$ cat src/rtl/synth_div_cfg_pkg.sv
// Shared sizing for the divider configuration port.
package synth_div_cfg_pkg;
    localparam int unsigned CFG_M_W    = 9;
    localparam int unsigned CFG_N_W    = 2;
    localparam int unsigned CFG_T_W    = 3;
    localparam int unsigned CFG_SYNC_N = 2;
endpackage

$ cat src/rtl/cfg_sync.sv
// cfg_sync: multi-stage flop synchroniser for a vector of quasi-static or
// slow asynchronous signals. Assumes each bit is independent or held stable
// long enough that skew between bits does not matter to the consumer.
module cfg_sync #(
    parameter int unsigned     W       = 1,
    parameter int unsigned     STAGES  = 2,
    parameter logic [W-1:0]    RST_VAL = '0
) (
    input  logic         clk,
    input  logic         rst_n,
    input  logic [W-1:0] d_i,
    output logic [W-1:0] q_o
);
    logic [W-1:0] pipe [STAGES];

    // Shift the asynchronous input through the synchroniser chain.
    always_ff @(posedge clk) begin
        if (!rst_n) begin
            for (int i = 0; i < int'(STAGES); i++) pipe[i] <= RST_VAL;
        end else begin
            pipe[0] <= d_i;
            for (int i = 1; i < int'(STAGES); i++) pipe[i] <= pipe[i-1];
        end
    end

    assign q_o = pipe[STAGES-1];
endmodule

$ cat src/rtl/cfg_shifter.sv
// cfg_shifter: serial frame shift register. Advances once per detected
// rising edge of the synchronised serial clock. Assumes the serial clock is
// much slower than clk and data is synchronised with the same latency.
module cfg_shifter #(
    parameter int unsigned FRAME_W = 14
) (
    input  logic               clk,
    input  logic               rst_n,
    input  logic               sclk_s_i,
    input  logic               sdat_s_i,
    output logic [FRAME_W-1:0] frame_o
);
    logic               sclk_prev;
    logic               sclk_rise;
    logic [FRAME_W-1:0] shreg;

    assign sclk_rise = sclk_s_i & ~sclk_prev;

    // Remember the last serial clock level for edge detection.
    always_ff @(posedge clk) begin
        if (!rst_n) sclk_prev <= 1'b0;
        else        sclk_prev <= sclk_s_i;
    end

    // Shift in one data bit at each rising serial clock edge.
    always_ff @(posedge clk) begin
        if (!rst_n)         shreg <= '0;
        else if (sclk_rise) shreg <= {shreg[FRAME_W-2:0], sdat_s_i};
    end

    assign frame_o = shreg;

    // without a rising serial clock edge the register does not move.
    assert_shift_on_rise_only_R2: assert property (@(posedge clk) disable iff (!rst_n)
        !(sclk_s_i && !sclk_prev) |=> $stable(shreg));

    // a rising edge moves the old low bits up by one place.
    assert_shift_moves_up_R2: assert property (@(posedge clk) disable iff (!rst_n)
        (sclk_s_i && !sclk_prev) |=> (shreg[FRAME_W-1:1] == $past(shreg[FRAME_W-2:0])));
endmodule

$ cat src/rtl/cfg_latch_bank.sv
// cfg_latch_bank: clocked model of the two transparent latch paths. The
// parallel path (strobe low) wins over the serial path (strobe high); the
// test field is cleared whenever the parallel path is open. Assumes all
// inputs are already synchronous to clk.
module cfg_latch_bank #(
    parameter int unsigned M_W = 9,
    parameter int unsigned N_W = 2,
    parameter int unsigned T_W = 3,
    localparam int unsigned FRAME_W = M_W + N_W + T_W
) (
    input  logic               clk,
    input  logic               rst_n,
    input  logic               par_load_s_i,
    input  logic               ser_load_s_i,
    input  logic [M_W-1:0]     par_m_s_i,
    input  logic [N_W-1:0]     par_n_s_i,
    input  logic [FRAME_W-1:0] frame_i,
    output logic [M_W-1:0]     m_o,
    output logic [N_W-1:0]     n_o,
    output logic [T_W-1:0]     t_o,
    output logic               updated_o
);
    logic [M_W-1:0] m_q, m_d;
    logic [N_W-1:0] n_q, n_d;
    logic [T_W-1:0] t_q, t_d;
    logic           upd_q;

    logic [T_W-1:0] fr_t;
    logic [N_W-1:0] fr_n;
    logic [M_W-1:0] fr_m;

    // Split the frame: first-sent field sits at the top.
    assign fr_t = frame_i[FRAME_W-1 -: T_W];
    assign fr_n = frame_i[M_W +: N_W];
    assign fr_m = frame_i[M_W-1:0];

    // Pick the next latch contents by strobe priority.
    always_comb begin
        m_d = m_q;
        n_d = n_q;
        t_d = t_q;
        if (!par_load_s_i) begin
            m_d = par_m_s_i;
            n_d = par_n_s_i;
            t_d = '0;
        end else if (ser_load_s_i) begin
            m_d = fr_m;
            n_d = fr_n;
            t_d = fr_t;
        end
    end

    // Hold the configuration registers.
    always_ff @(posedge clk) begin
        if (!rst_n) begin
            m_q <= '0;
            n_q <= '0;
            t_q <= '0;
        end else begin
            m_q <= m_d;
            n_q <= n_d;
            t_q <= t_d;
        end
    end

    // Flag a change of the divider values in the same cycle it shows.
    always_ff @(posedge clk) begin
        if (!rst_n) upd_q <= 1'b0;
        else        upd_q <= (m_d != m_q) || (n_d != n_q);
    end

    assign m_o       = m_q;
    assign n_o       = n_q;
    assign t_o       = t_q;
    assign updated_o = upd_q;

    // an open parallel path leaves the test field at zero.
    assert_t_cleared_R5: assert property (@(posedge clk) disable iff (!rst_n)
        !par_load_s_i |=> (t_q == '0));

    // the parallel bus wins whatever the serial strobe does.
    assert_par_wins_R6: assert property (@(posedge clk) disable iff (!rst_n)
        !par_load_s_i |=> (m_q == $past(par_m_s_i)) && (n_q == $past(par_n_s_i)));

    // with both paths closed, every register holds.
    assert_closed_hold_R3: assert property (@(posedge clk) disable iff (!rst_n)
        (par_load_s_i && !ser_load_s_i) |=> $stable(m_q) && $stable(n_q) && $stable(t_q));

    // the pulse marks exactly the cycles where a divider value moved.
    assert_pulse_tracks_change_R7: assert property (@(posedge clk) disable iff (!rst_n)
        upd_q == ((m_q != $past(m_q)) || (n_q != $past(n_q))));
endmodule

$ cat src/rtl/synth_div_cfg.sv
// synth_div_cfg: divider configuration port with a parallel and a serial
// load path. Synchronises the asynchronous strobes, serial clock and data,
// and the parallel bus, then drives the shift register and latch bank.
// Assumes the serial clock and strobes are slow relative to clk.
module synth_div_cfg
    import synth_div_cfg_pkg::*;
#(
    parameter int unsigned M_W    = CFG_M_W,
    parameter int unsigned N_W    = CFG_N_W,
    parameter int unsigned T_W    = CFG_T_W,
    parameter int unsigned SYNC_N = CFG_SYNC_N
) (
    input  logic           clk,
    input  logic           rst_n,
    input  logic           par_load_i,
    input  logic [M_W-1:0] par_m_i,
    input  logic [N_W-1:0] par_n_i,
    input  logic           ser_clk_i,
    input  logic           ser_data_i,
    input  logic           ser_load_i,
    output logic [M_W-1:0] m_o,
    output logic [N_W-1:0] n_o,
    output logic [T_W-1:0] t_o,
    output logic           config_updated_o
);
    localparam int unsigned FRAME_W = M_W + N_W + T_W;
    localparam int unsigned BUS_W   = M_W + N_W;

    logic [3:0]         ctl_raw, ctl_s;
    logic [BUS_W-1:0]   bus_s;
    logic [FRAME_W-1:0] frame;

    // Control order: parallel strobe, serial strobe, serial clock, data.
    assign ctl_raw = {par_load_i, ser_load_i, ser_clk_i, ser_data_i};

    cfg_sync #(.W(4), .STAGES(SYNC_N), .RST_VAL(4'b1000)) u_ctl_sync (
        .clk(clk), .rst_n(rst_n), .d_i(ctl_raw), .q_o(ctl_s)
    );

    cfg_sync #(.W(BUS_W), .STAGES(SYNC_N), .RST_VAL({BUS_W{1'b1}})) u_bus_sync (
        .clk(clk), .rst_n(rst_n), .d_i({par_m_i, par_n_i}), .q_o(bus_s)
    );

    cfg_shifter #(.FRAME_W(FRAME_W)) u_shifter (
        .clk(clk), .rst_n(rst_n),
        .sclk_s_i(ctl_s[1]), .sdat_s_i(ctl_s[0]),
        .frame_o(frame)
    );

    cfg_latch_bank #(.M_W(M_W), .N_W(N_W), .T_W(T_W)) u_latches (
        .clk(clk), .rst_n(rst_n),
        .par_load_s_i(ctl_s[3]), .ser_load_s_i(ctl_s[2]),
        .par_m_s_i(bus_s[BUS_W-1:N_W]), .par_n_s_i(bus_s[N_W-1:0]),
        .frame_i(frame),
        .m_o(m_o), .n_o(n_o), .t_o(t_o), .updated_o(config_updated_o)
    );

    // after reset nothing has been loaded yet.
    assert_reset_clear_R1: assert property (@(posedge clk)
        !rst_n |=> (m_o == '0) && (n_o == '0) && (t_o == '0) && !config_updated_o);
endmodule

$ cat config.mk
export PLATFORM = sky130hd
export DESIGN_NAME = synth_div_cfg
export DESIGN_NICKNAME = d
export VERILOG_FILES = /design/src/rtl/synth_div_cfg_pkg.sv /design/src/rtl/cfg_sync.sv /design/src/rtl/cfg_shifter.sv /design/src/rtl/cfg_latch_bank.sv /design/src/rtl/synth_div_cfg.sv
export SDC_FILE = /design/constraint.sdc
export NUM_CORES = 1
export LEC_CHECK = 0
export BUFFER_PORTS_ARGS = -buffer_cell sky130_fd_sc_hd__buf_2
export CAP_MARGIN = 10
export CORE_AREA = 3 3 73 75
export CTS_BUF_LIST = sky130_fd_sc_hd__clkbuf_4 sky130_fd_sc_hd__clkbuf_8 sky130_fd_sc_hd__clkbuf_16
export DETAILED_ROUTE_END_ITERATION = 7
export DIE_AREA = 0 0 76 78
export GPL_TIMING_DRIVEN = 0
export HOLD_SLACK_MARGIN = 0.02
export PLACE_DENSITY = 0.73
export SKIP_LAST_GASP = 1
export SYNTH_ARGS = -nofsm -noshare
export SYNTH_HDL_FRONTEND = slang
export SYNTH_HIERARCHICAL = 1
export SYNTH_SLANG_ARGS = --single-unit
$ cat constraint.sdc
create_clock -name clk -period 1.3 [get_ports clk]
set_input_delay 0.065 -clock clk [delete_from_list [all_inputs] [get_ports clk]]
set_output_delay 0.065 -clock clk [all_outputs]
set_load 0.005 [all_outputs]
==> results.md, run 1 <==
- Outcome: finished with violations
- Violated checks: setup timing
- Fin worst setup slack: -91.1 ps
- Initial core utilization: 50.5%
- Period utilisation layout: 107%
- Initial drt markers: 44
- Post-synthesis instance area: 0.00239 sq mm
- Synthesized area divided by synthesized cell count: 10.7 sq um
- Hold EP: u_bus_sync/pipe[0][21]
- Num rows: 25
- Switching part of the total: 21.4%
- Max stage delay on crit path: 300 ps
- Time the worst path needs with I/O delays and setup: 1390 ps
- Wire length of the first global-routing pass: 6.67 mm
- CP Buf/Inv Count: 1
- Pin count of the biggest net entering global routing: 20
- Total wire length after detailed routing: 4.08 mm
- Maximum Capacitance Violations: 0
- Later-pin clock latency in the skew report: 320 ps
- Multi-input combinational cell area: 0.00101 sq mm
- Number of standard cells in the layout, taps in and fillers out: 347
- Power density normalized to cell area: 1280 mW/mm^2
- Finished Core Util: 63.2%
- Maximum buffer depth of the clock tree: 2
- Vias in the first global route: 1,484
- Count of antenna diodes in the layout: 0
- Data required time at the worst endpoint: 1500 ps
- Maximum net fanout on the critical path: 2
- Combinational family with the most area after synthesis: simple AND/OR/NAND/NOR gates
- DP Wirelength: 2.78 mm
- Register clock-pin slew on the reported worst setup and hold paths: 60 ps
- Hold_sp: rst_n
- Critical Path AT: 1590 ps
- CTS H-Tree Depth: 3
- Adder and majority cell fraction of the synthesized area: 0%
- Crit-path slowest cell: sky130_fd_sc_hd__dfxtp_1
- Worst Setup Path Type: flip-flop to flip-flop
- Min-Delay Path Depth: 2
- Die footprint: 0.00593 sq mm
- Register bit total from synthesis: 60
- Final setup violation count: 1
- Detail Route Antenna Nets: 0
- Number of distinct library cells after synthesis: 27
- Share of final-layout standard cells stronger than drive strength 1: 29.6%
- Part of the total power dissipated in sequential elements: 50.8%
- Startpoint types: flip-flop
- Count of unresolved DRC violations after routing: 0
- Total gr overflow: 0
- Layout overhead on the synthesized area: 25.1%
- Nets in the synthesized netlist: 240
- Number of detailed-routing iterations run before antenna repair: 4
- Share of power burned in combinational logic: 8.2%
- Commonest cells after routing, fill and taps aside: sky130_fd_sc_hd__dfxtp_1, sky130_fd_sc_hd__buf_2, sky130_fd_sc_hd__mux2i_1, sky130_fd_sc_hd__nand2_1, sky130_fd_sc_hd__nand2b_1
- Clock tree from TritonCTS: done
- Length in cells of the worst reg-to-reg path: 5
- GRT Resource Usage Total: 14.9%
- Sequence of cells on the critical path: buf_4 > xor2_1 > nor4_1 > a21oi_1 > a311o_1
- Synthesized instance count: 223
- Internal cell power: 3.00 mW
- Pre-CTS setup slack: -200 ps
- Fraction of the mapped netlist area in compound gates: 5.72%
- Global placer's final weighted congestion: 0.780
- Layout fillers: 388
- Final total negative setup slack: -91.1 ps
- Setup repair after global routing missed its margin: yes
- Final-report max-slew violation count: 0
- Sinks on Clock Net: 60
- Largest clock skew in the final design: 5.25 ps
- CTS root buffer: sky130_fd_sc_hd__clkbuf_8
- Number of antenna violations at the first check in global routing: 0
- Die Y-Extent: 78 um
- Max Clk Rate: 719 MHz
- Port-buffer cells: 31
- Die span in x: 76 um
- Power share of the clock group: 41.0%
- Share of synthesized area occupied by flip-flops and latches: 50.3%
- Gate family responsible for the most delay along the worst path: compound AO/OA/AOI/OAI gates
- Switching power total: 820 uW
- Syn. warnings: 6
- Via-per-instance ratio: 4.44
- Fraction of synthesized cell area in xor and xnor cells: 8.08%
- Reg area: 0.00121 sq mm
- Core Box Area: 0.00472 sq mm
- Reg-to-Reg Start: u_bus_sync/pipe[0][13]
- Most frequent standard cell in the layout excluding fill and tap cells: sky130_fd_sc_hd__dfxtp_1
- # IOs: 32
- TritonCTS buffer count: 9
- Final Net Count: 292
- Type of element capturing the critical path: flip-flop
- Worst voltage drop across the vdd grid: 0.977 mV
- Placed Instances: 321
- Mean routed wirelength per cell: 11.8 um
- Multiplexer area fraction after synthesis: 11.7%
- Cell area after placement: 0.00263 sq mm
- Capture point of the worst reg-to-reg path: u_latches/updated_o
- Share of synthesized cell area in and, or, nand and nor gates: 15.8%
- Number of hold-slack violations in the final timing report: 0
- Post-route cell area: 0.00298 sq mm
- Worst hold path class: primary input to flip-flop
- Pleak: 1.38 nW
- Reg2reg setup slack: -90 ps
- Slew at the pin closest to its max-slew limit: 464 ps
- Count of vias placed by the detailed router: 1,540
- Slew HR: 69.0%
[routing by layer]
layer	vias to the layer above	global-route usage [%]	wire length, um
met1	679	16.2	1820
met3	10	4.06	168
met4	0	10.9	102
met5	-	0	0
li1	822	-	-
met2	29	25.2	1990
[power by group through the flow]
stage	registers [mW]	clock network [mW]	logic, mW
final	1.94	1.57	0.315
after global routing	1.95	1.71	0.348
after CTS	1.94	1.62	0.313
after detailed placement	1.98	0	0.282
after global placement	1.98	0	0.280
after floorplan	1.97	0	0.201
[sequential cells by signal, summed over array words and instances, names as in the netlist]
signal,count
u_bus_sync/pipe,22
u_shifter/frame_o,14
u_latches/m_o,9
u_ctl_sync/pipe,8
u_latches/t_o,3
u_latches/n_o,2
u_latches/updated_o,1
u_shifter/sclk_prev,1
[timing repair]
action | CTS | global route
gates resized for setup | 10 | 8
pin swaps | 5 | 5
setup buffers | 0 | 0
setup endpoints to repair | 12 | 11
hold buffers | 15 | 0
endpoints found under the hold margin | 15 | 0
[worst max-delay path by stage]
stage,to,cells past startpoint,startpoint,slack (ps)
2_1_floorplan,u_latches/updated_o,4,u_latches/m_o[4],1
4_1_cts,u_latches/updated_o,4,u_latches/m_o[4],-80
3_5_place_dp,u_latches/updated_o,5,u_bus_sync/pipe[0][15],-200
5_1_grt,u_latches/updated_o,5,u_bus_sync/pipe[0][13],-140
6_report,u_latches/updated_o,5,u_bus_sync/pipe[0][13],-90
3_3_place_gp,u_latches/updated_o,5,u_bus_sync/pipe[0][15],-190
[cell families after synthesis]
kind of cell              count (synthesis)
AOI/OAI and AO/OA                        15
xor gates and xnor gates                 22
buffers and inverters                    27
DFF                                      60
muxes                                    28
and+or+nand+nor                          71
[Yosys cell counts, drive strengths merged]
| cell type | instances | share of area (%) |
|---|---|---|
| nor4 | 4 | 1.3 |
| nand2 | 28 | 4.4 |
| mux2i | 28 | 12 |
| nand2b | 25 | 6.6 |
| clkbuf | 4 | 1.0 |
| buf | 23 | 7.3 |
| xor2 | 19 | 7.0 |
| nor3 | 1 | 0.21 |
| a31oi | 1 | 0.26 |
| nor2 | 3 | 0.47 |
| and2 | 7 | 1.9 |
| o211a | 11 | 4.6 |
| o21ai | 1 | 0.21 |
| a311o | 1 | 0.42 |
| nor2b | 1 | 0.58 |
| nand3 | 2 | 0.42 |
| xnor2 | 3 | 1.1 |
| a21oi | 1 | 0.21 |
| dfxtp | 60 | 50 |
[worst register-to-register path, stage by stage (launching register included)]
cell and delay [ps]:
sky130_fd_sc_hd__dfxtp_1 300, sky130_fd_sc_hd__buf_4 120, sky130_fd_sc_hd__xor2_1 130, sky130_fd_sc_hd__nor4_1 300
sky130_fd_sc_hd__a21oi_1 120, sky130_fd_sc_hd__a311o_1 300
[stage by stage]
step	total power, mW	hold slack [ps]
finish	3.82	82.5
global route	4.01	89.1
CTS	3.88	86.7
detailed placement	2.26	248
global placement	2.26	244
floorplan	2.17	138
[layout make-up]
type,instances,share of cell area (%)
tap,67,2.81
buffer,22,5.87
timing repair buffer,46,10.2
clock buffer,11,4.65
clock inverter,5,1.76
multi-input combinational,136,34.0
sequential,60,40.7
(Power assumes the default switching activity.)
==> inputs of run 2 (changes only) <==
- CORE_AREA: 3 3 73 75 -> 3 3 70 72
- DIE_AREA: 0 0 76 78 -> 0 0 73 75
- PLACE_DENSITY: 0.73 -> 0.75
- clock period: 1.3 -> 1.5 ns (I/O delays scaled with it)
==> run 2 against run 1 <==
  * Setup slack gained 120 ps
  * Highest routed layer unchanged
  * Worst hold slack gained 12 ps
  * Global-route usage up 2.9 points
  * Cell count is 3.5% lower
  * First-iteration DRC count increased by 66%
  * Sequential share of layout area shrank 0.079 points
  * Largest cell class unchanged
  * The flow now finishes without violations
  * Critical path depth did not move
  * Sequential cell count is the same
  * Register-to-register slack improved by 120 ps
  * Power is 12% lower
==> results.md, run 2 (synthesis results as in run 1) <==
- Outcome: finished, final reports clean
- Via-per-instance ratio: 4.76 (+7.1%)
- Final-report max-slew violation count: 0 (unchanged)
- Register clock-pin slew on the reported worst setup and hold paths: 60 ps (about the same)
- Global placer's final weighted congestion: 0.785 (+0.63%)
- Maximum buffer depth of the clock tree: 2 (unchanged)
- Slew at the pin closest to its max-slew limit: 481 ps (+16.2 ps)
- Count of antenna diodes in the layout: 0 (unchanged)
- Layout overhead on the synthesized area: 24.0%
- GRT Resource Usage Total: 17.9% (+2.9 points)
- Total gr overflow: 0 (unchanged)
- Type of element capturing the critical path: flip-flop
- Total wire length after detailed routing: 4.07 mm (-0.27%)
- Startpoint types: flip-flop
- Register name with the most flops: u_bus_sync/pipe
- Worst voltage drop across the vdd grid: 0.819 mV (-16%)
- Initial drt markers: 73 (+66%)
- Count of unresolved DRC violations after routing: 0 (unchanged)
- Critical Path AT: 1680 ps (+90 ps)
- Die span in x: 73 um (-3.9%)
- Number of detailed-routing iterations run before antenna repair: 4 (unchanged)
- Multi-input combinational cell area: 993 sq um (-2.1%)
- Mean routed wirelength per cell: 12.1 um (+3.3%)
- Wire length of the first global-routing pass: 7.18 mm (+7.6%)
- Startpoint of the worst setup timing path: u_bus_sync/pipe[0][15]
- Core Box Area: 0.00435 sq mm (-7.8%)
- TritonCTS buffer count: 9 (unchanged)
- Time the worst path needs with I/O delays and setup: 1480 ps (+84.2 ps)
- Sinks on Clock Net: 60 (unchanged)
- Maximum net fanout on the critical path: 2 (unchanged)
- Pre-CTS setup slack: 15.7 ps (+215 ps)
- Vias in the first global route: 1,632 (+10%)
- Final Net Count: 297 (+1.7%)
- Setup repair after global routing missed its margin: yes
- Die footprint: 0.00548 sq mm (-7.6%)
- Number of hold-slack violations in the final timing report: 0 (unchanged)
- Slew HR: 68.0% (-1.1 points)
- Port-buffer cells: 31 (unchanged)
- CTS root buffer: sky130_fd_sc_hd__clkbuf_8
- Die Y-Extent: 75 um (-3.8%)
- Initial core utilization: 54.8% (+4.3 points)
- Pleak: 1.39 nW (+0.92%)
- Later-pin clock latency in the skew report: 330 ps (about the same)
- Maximum Capacitance Violations: 0 (unchanged)
- Num rows: 24 (-4.0%)
- # IOs: 32 (unchanged)
- Data required time at the worst endpoint: 1710 ps (+210 ps)
- Largest clock skew in the final design: 4.01 ps (-1.25 ps)
- DP Wirelength: 2.77 mm (-0.10%)
- Max Clk Rate: 678 MHz (-5.7%)
- Max FFs per register: 22 (unchanged)
- Detail Route Antenna Nets: 0 (unchanged)
- Pin count of the biggest net entering global routing: 20 (unchanged)
- Power density normalized to cell area: 1140 mW/mm^2 (-11%)
- Hold_sp: rst_n
- Finished Core Util: 68.0% (+4.8 points)
- Worst Setup Path Type: flip-flop to flip-flop
- CTS H-Tree Depth: 3 (unchanged)
- Fin worst setup slack: 24.8 ps (+116 ps)
- Period utilisation layout: 98.3% (-8.7 points)
- Commonest cells after routing, fill and taps aside: sky130_fd_sc_hd__dfxtp_1, sky130_fd_sc_hd__buf_2, sky130_fd_sc_hd__mux2i_1, sky130_fd_sc_hd__nand2_1, sky130_fd_sc_hd__nand2b_1
- Number of antenna violations at the first check in global routing: 0 (unchanged)
- Layout fillers: 332 (-14%)
- Worst hold path class: primary input to flip-flop
- Share of final-layout standard cells stronger than drive strength 1: 25.8% (-3.8 points)
- Final setup violation count: 0 (-1)
- Reg area: 0.00120 sq mm (-1.0%)
- Clock tree from TritonCTS: done
- Most frequent standard cell in the layout excluding fill and tap cells: sky130_fd_sc_hd__dfxtp_1
- Count of vias placed by the detailed router: 1,593 (+3.4%)
- Reg-to-Reg Start: u_bus_sync/pipe[0][15]
- Number of standard cells in the layout, taps in and fillers out: 335 (-3.5%)
- Post-CTS setup buffer count: 0 (unchanged)
- Placed Instances: 306 (-4.7%)
==> run 2: cell count changes in the layout (fill, tap and decap cells not counted), moves of 2 or more <==
cell                       delta
sky130_fd_sc_hd__buf_4        +5
sky130_fd_sc_hd__clkinv_2     -2
sky130_fd_sc_hd__xor2_1       +2
sky130_fd_sc_hd__clkbuf_8     +2
sky130_fd_sc_hd__xor2_2       -2
sky130_fd_sc_hd__buf_1        +2
sky130_fd_sc_hd__dfxtp_1      +8
sky130_fd_sc_hd__dfxtp_2      -7
==> run 2: cell type report <==
class	instances	share of cell area [%]
multi-input cells	136	33.6
clock inverters	2	1.18
well taps	52	2.20
clock buffers	12	5.37
repair buffers	46	10.3
plain buffers	27	6.77
flip-flops and latches	60	40.6
==> run 2: worst max-delay path: stages (launching register included) <==
cell and delay [ps]:
sky130_fd_sc_hd__dfxtp_1 300, sky130_fd_sc_hd__buf_4 130, sky130_fd_sc_hd__xor2_1 130, sky130_fd_sc_hd__nor4_1 320, sky130_fd_sc_hd__a21oi_1 120, sky130_fd_sc_hd__a311o_1 360
==> run 2: final timing paths <==
kind | to | slack [ps] | depth (start not counted)
worst min register to register | u_bus_sync/pipe[0][20] | 400 | 1
worst min-delay path | u_bus_sync/pipe[0][21] | 90 | 2
worst max-delay path | u_latches/updated_o | 20 | 5
worst max register to register | u_latches/updated_o | 20 | 5
==> run 2: layer usage <==
metal	global-route usage, %	share of wire (%)	routed length (um)	vias to the layer above
li1	-	-	-	831
met1	20.2	46	1850	726
met2	28.6	48	1950	27
met3	6.68	4.4	178	9
met4	11.1	2.2	91	0
met5	0	0	0	-
==> run 2: metrics by stage <==
| stage | power, mW | hold slack (ps) | cell area [sq um] | setup TNS, ps |
|---|---|---|---|---|
| final | 3.37 | 94.8 | 2960 | 0 |
| after global routing | 3.53 | 113 | 2960 | -22.8 |
| after CTS | 3.40 | 90.3 | 2950 | 0 |
| after detailed placement | 1.96 | 258 | 2610 | 0 |
| after global placement | 1.95 | 254 | 2610 | 0 |
| after floorplan | 1.88 | 148 | 2390 | 0 |
==> run 2: power by group <==
| part | total, mW | internal (mW) | switching [mW] |
|---|---|---|---|
| registers | 1.68 | 1.65 | 0.0291 |
| logic | 0.277 | 0.160 | 0.118 |
| clock network | 1.41 | 0.854 | 0.555 |
==> run 2: timing repair <==
action	4_1_cts	5_1_grt
gates resized for setup	0	3
endpoints found under the setup margin	0	8
hold buffers	15	0
hold endpoints to repair	15	0
==> inputs of run 3 (changes only) <==
- PLACE_DENSITY: 0.75 -> 0.79
==> run 3 against run 2 <==
  * Routed wire length is 3.3% higher
  * Sequential cell count stayed put
  * Non-clock buffer count stayed put
  * Clock skew is 4.8 ps higher
  * Cell area is 0.42% higher
  * Via count is 1.1% higher
  * Setup slack better by 18 ps
  * Die area stayed put
  * Critical path depth stayed put
  * Core utilization is 0.29 points higher
  * Fmax is 1.2% higher
  * Clock-buffer cell count stayed put
==> results.md, run 3 (synthesis results as in run 1) <==
- Outcome: finished, final reports clean
- Switching part of the total: 21.7% (+0.83 points)
- Slew at the pin closest to its max-slew limit: 462 ps (-18.7 ps)
- Number of standard cells in the layout, taps in and fillers out: 337 (+0.60%)
- Power share of the clock group: 42.8% (+0.9 points)
- Final total negative setup slack: 0 ps (unchanged)
- Sequence of cells on the critical path: buf_4 > xor2_1 > nor4_1 > a21oi_1 > a311o_1
- Later-pin clock latency in the skew report: 330 ps (about the same)
- Period utilisation layout: 97.2% (-1.2 points)
- Pleak: 1.39 nW (+0.26%)
- Worst voltage drop across the vdd grid: 1.10 mV (+34%)
- Critical Path AT: 1660 ps (-20 ps)
- CTS H-Tree Depth: 3 (unchanged)
- Pre-CTS setup slack: 23.3 ps (+7.58 ps)
- Part of the total power dissipated in sequential elements: 49.1% (-0.8 points)
- Data required time at the worst endpoint: 1710 ps (about the same)
- Fin worst setup slack: 42.4 ps (+17.7 ps)
- Internal cell power: 2.68 mW (+0.57%)
- Total wire length after detailed routing: 4.20 mm (+3.3%)
- Number of detailed-routing iterations run before antenna repair: 4 (unchanged)
- Register name with the most flops: u_bus_sync/pipe
- Number of hold-slack violations in the final timing report: 0 (unchanged)
- Port-buffer cells: 31 (unchanged)
- Max FFs per register: 22 (unchanged)
- Wire length of the first global-routing pass: 7.29 mm (+1.5%)
- Post-route cell area: 0.00297 sq mm (+0.42%)
- Count of unresolved DRC violations after routing: 0 (unchanged)
- CP Buf/Inv Count: 1 (unchanged)
- Detail Route Antenna Nets: 0 (unchanged)
- Maximum buffer depth of the clock tree: 2 (unchanged)
- Power density normalized to cell area: 1150 mW/mm^2 (+1.2%)
- Num rows: 24 (unchanged)
- Count of antenna diodes in the layout: 0 (unchanged)
- Die footprint: 0.00548 sq mm (unchanged)
- Core Box Area: 0.00435 sq mm (unchanged)
- Share of power burned in combinational logic: 8.1% (about the same)
- Mean routed wirelength per cell: 12.5 um (+2.7%)
- Type of element capturing the critical path: flip-flop
- Clock tree from TritonCTS: done
- Maximum Capacitance Violations: 0 (unchanged)
- Finished Core Util: 68.2% (+0.29 points)
- Slew HR: 69.2% (+1.2 points)
- Commonest cells after routing, fill and taps aside: sky130_fd_sc_hd__dfxtp_1, sky130_fd_sc_hd__buf_2, sky130_fd_sc_hd__mux2i_1, sky130_fd_sc_hd__nand2_1, sky130_fd_sc_hd__nand2b_1
- Sinks on Clock Net: 60 (unchanged)
- Max stage delay on crit path: 340 ps (-20 ps)
- Die Y-Extent: 75 um (unchanged)
- Initial core utilization: 54.8% (unchanged)
- GRT Resource Usage Total: 17.8% (about the same)
- Final-report max-slew violation count: 0 (unchanged)
- Worst hold path class: primary input to flip-flop
- Gate family responsible for the most delay along the worst path: compound AO/OA/AOI/OAI gates
- Total gr overflow: 0 (unchanged)
- Startpoint types: flip-flop
- Worst Setup Path Type: flip-flop to flip-flop
- Register clock-pin slew on the reported worst setup and hold paths: 60 ps (about the same)
- Fin Hold WS: 87.1 ps (-7.74 ps)
- Placed Instances: 306 (unchanged)
- CTS root buffer: sky130_fd_sc_hd__clkbuf_8
- # IOs: 32 (unchanged)
- Global placer's final weighted congestion: 0.767 (-2.2%)
- Final setup violation count: 0 (unchanged)
- Cell area after placement: 0.00261 sq mm (unchanged)
- Initial drt markers: 53 (-27%)
- DP Wirelength: 2.81 mm (+1.2%)
- Layout overhead on the synthesized area: 24.5%
- Largest clock skew in the final design: 8.84 ps (+4.84 ps)
- Setup repair after global routing missed its margin: yes
- Most frequent standard cell in the layout excluding fill and tap cells: sky130_fd_sc_hd__dfxtp_1
- Number of antenna violations at the first check in global routing: 0 (unchanged)
- Maximum net fanout on the critical path: 2 (unchanged)
- Switching power total: 741 uW (+5.7%)
- Final Net Count: 297 (unchanged)
- Vias in the first global route: 1,601 (-1.9%)
- Crit-path slowest cell: sky130_fd_sc_hd__a311o_1
- Via-per-instance ratio: 4.78 (+0.53%)
- Time the worst path needs with I/O delays and setup: 1460 ps (-17.7 ps)
- Design Power: 3.42 mW (+1.6%)
- TritonCTS buffer count: 9 (unchanged)
- Die span in x: 73 um (unchanged)
- Pin count of the biggest net entering global routing: 20 (unchanged)
- Max Clk Rate: 686 MHz (+1.2%)
- Count of vias placed by the detailed router: 1,611 (+1.1%)
- Share of final-layout standard cells stronger than drive strength 1: 26.3% (+0.52 points)
-- run 3: cell types whose count changed in the layout (fill, tap and decap cells not counted) --
cell,before,now
sky130_fd_sc_hd__clkbuf_4,3,4
sky130_fd_sc_hd__buf_4,17,16
sky130_fd_sc_hd__clkinv_2,1,2
sky130_fd_sc_hd__clkinvlp_4,0,1
-- run 3: area by class of cell --
| cell class | count | area [sq um] |
|---|---|---|
| clock buffer | 12 | 159 |
| tap | 52 | 65.1 |
| buffer | 27 | 200 |
| multi-input combinational | 136 | 993 |
| fill | 343 | 1380 |
| clock inverter | 4 | 47.5 |
| sequential | 60 | 1200 |
| timing repair buffer | 46 | 305 |
-- run 3: path summary, 6_finish.rpt --
check	end	slack (ps)	start	depth (start not counted)
worst min-delay path	u_bus_sync/pipe[0][19]	90	rst_n	2
worst min register to register	u_bus_sync/pipe[0][11]	410	u_bus_sync/pipe[0][0]	1
worst max register to register	u_latches/updated_o	40	u_bus_sync/pipe[0][11]	5
worst max-delay path	u_latches/updated_o	40	u_bus_sync/pipe[0][11]	5
-- run 3: repair_timing --
action	in CTS	in global routing
setup buffers	0	0
gates resized for setup	0	2
setup endpoints to repair	0	8
hold buffers	15	0
endpoints found under the hold margin	15	0
-- run 3: layer usage --
layer	track usage, %	wire length (um)	up-vias
met5	0	0	-
met1	19.9	1840	734
met2	30.2	2050	38
li1	-	-	832
met4	9.84	87	0
met3	5.74	223	7
-- run 3: power by group through the flow --
stage | Sequential (mW) | Combinational, mW | Clock, mW
6_report | 1.68 | 0.278 | 1.46
3_5_place_dp | 1.71 | 0.247 | 0
2_1_floorplan | 1.71 | 0.174 | 0
4_1_cts | 1.68 | 0.277 | 1.49
3_3_place_gp | 1.71 | 0.242 | 0
5_1_grt | 1.68 | 0.311 | 1.57
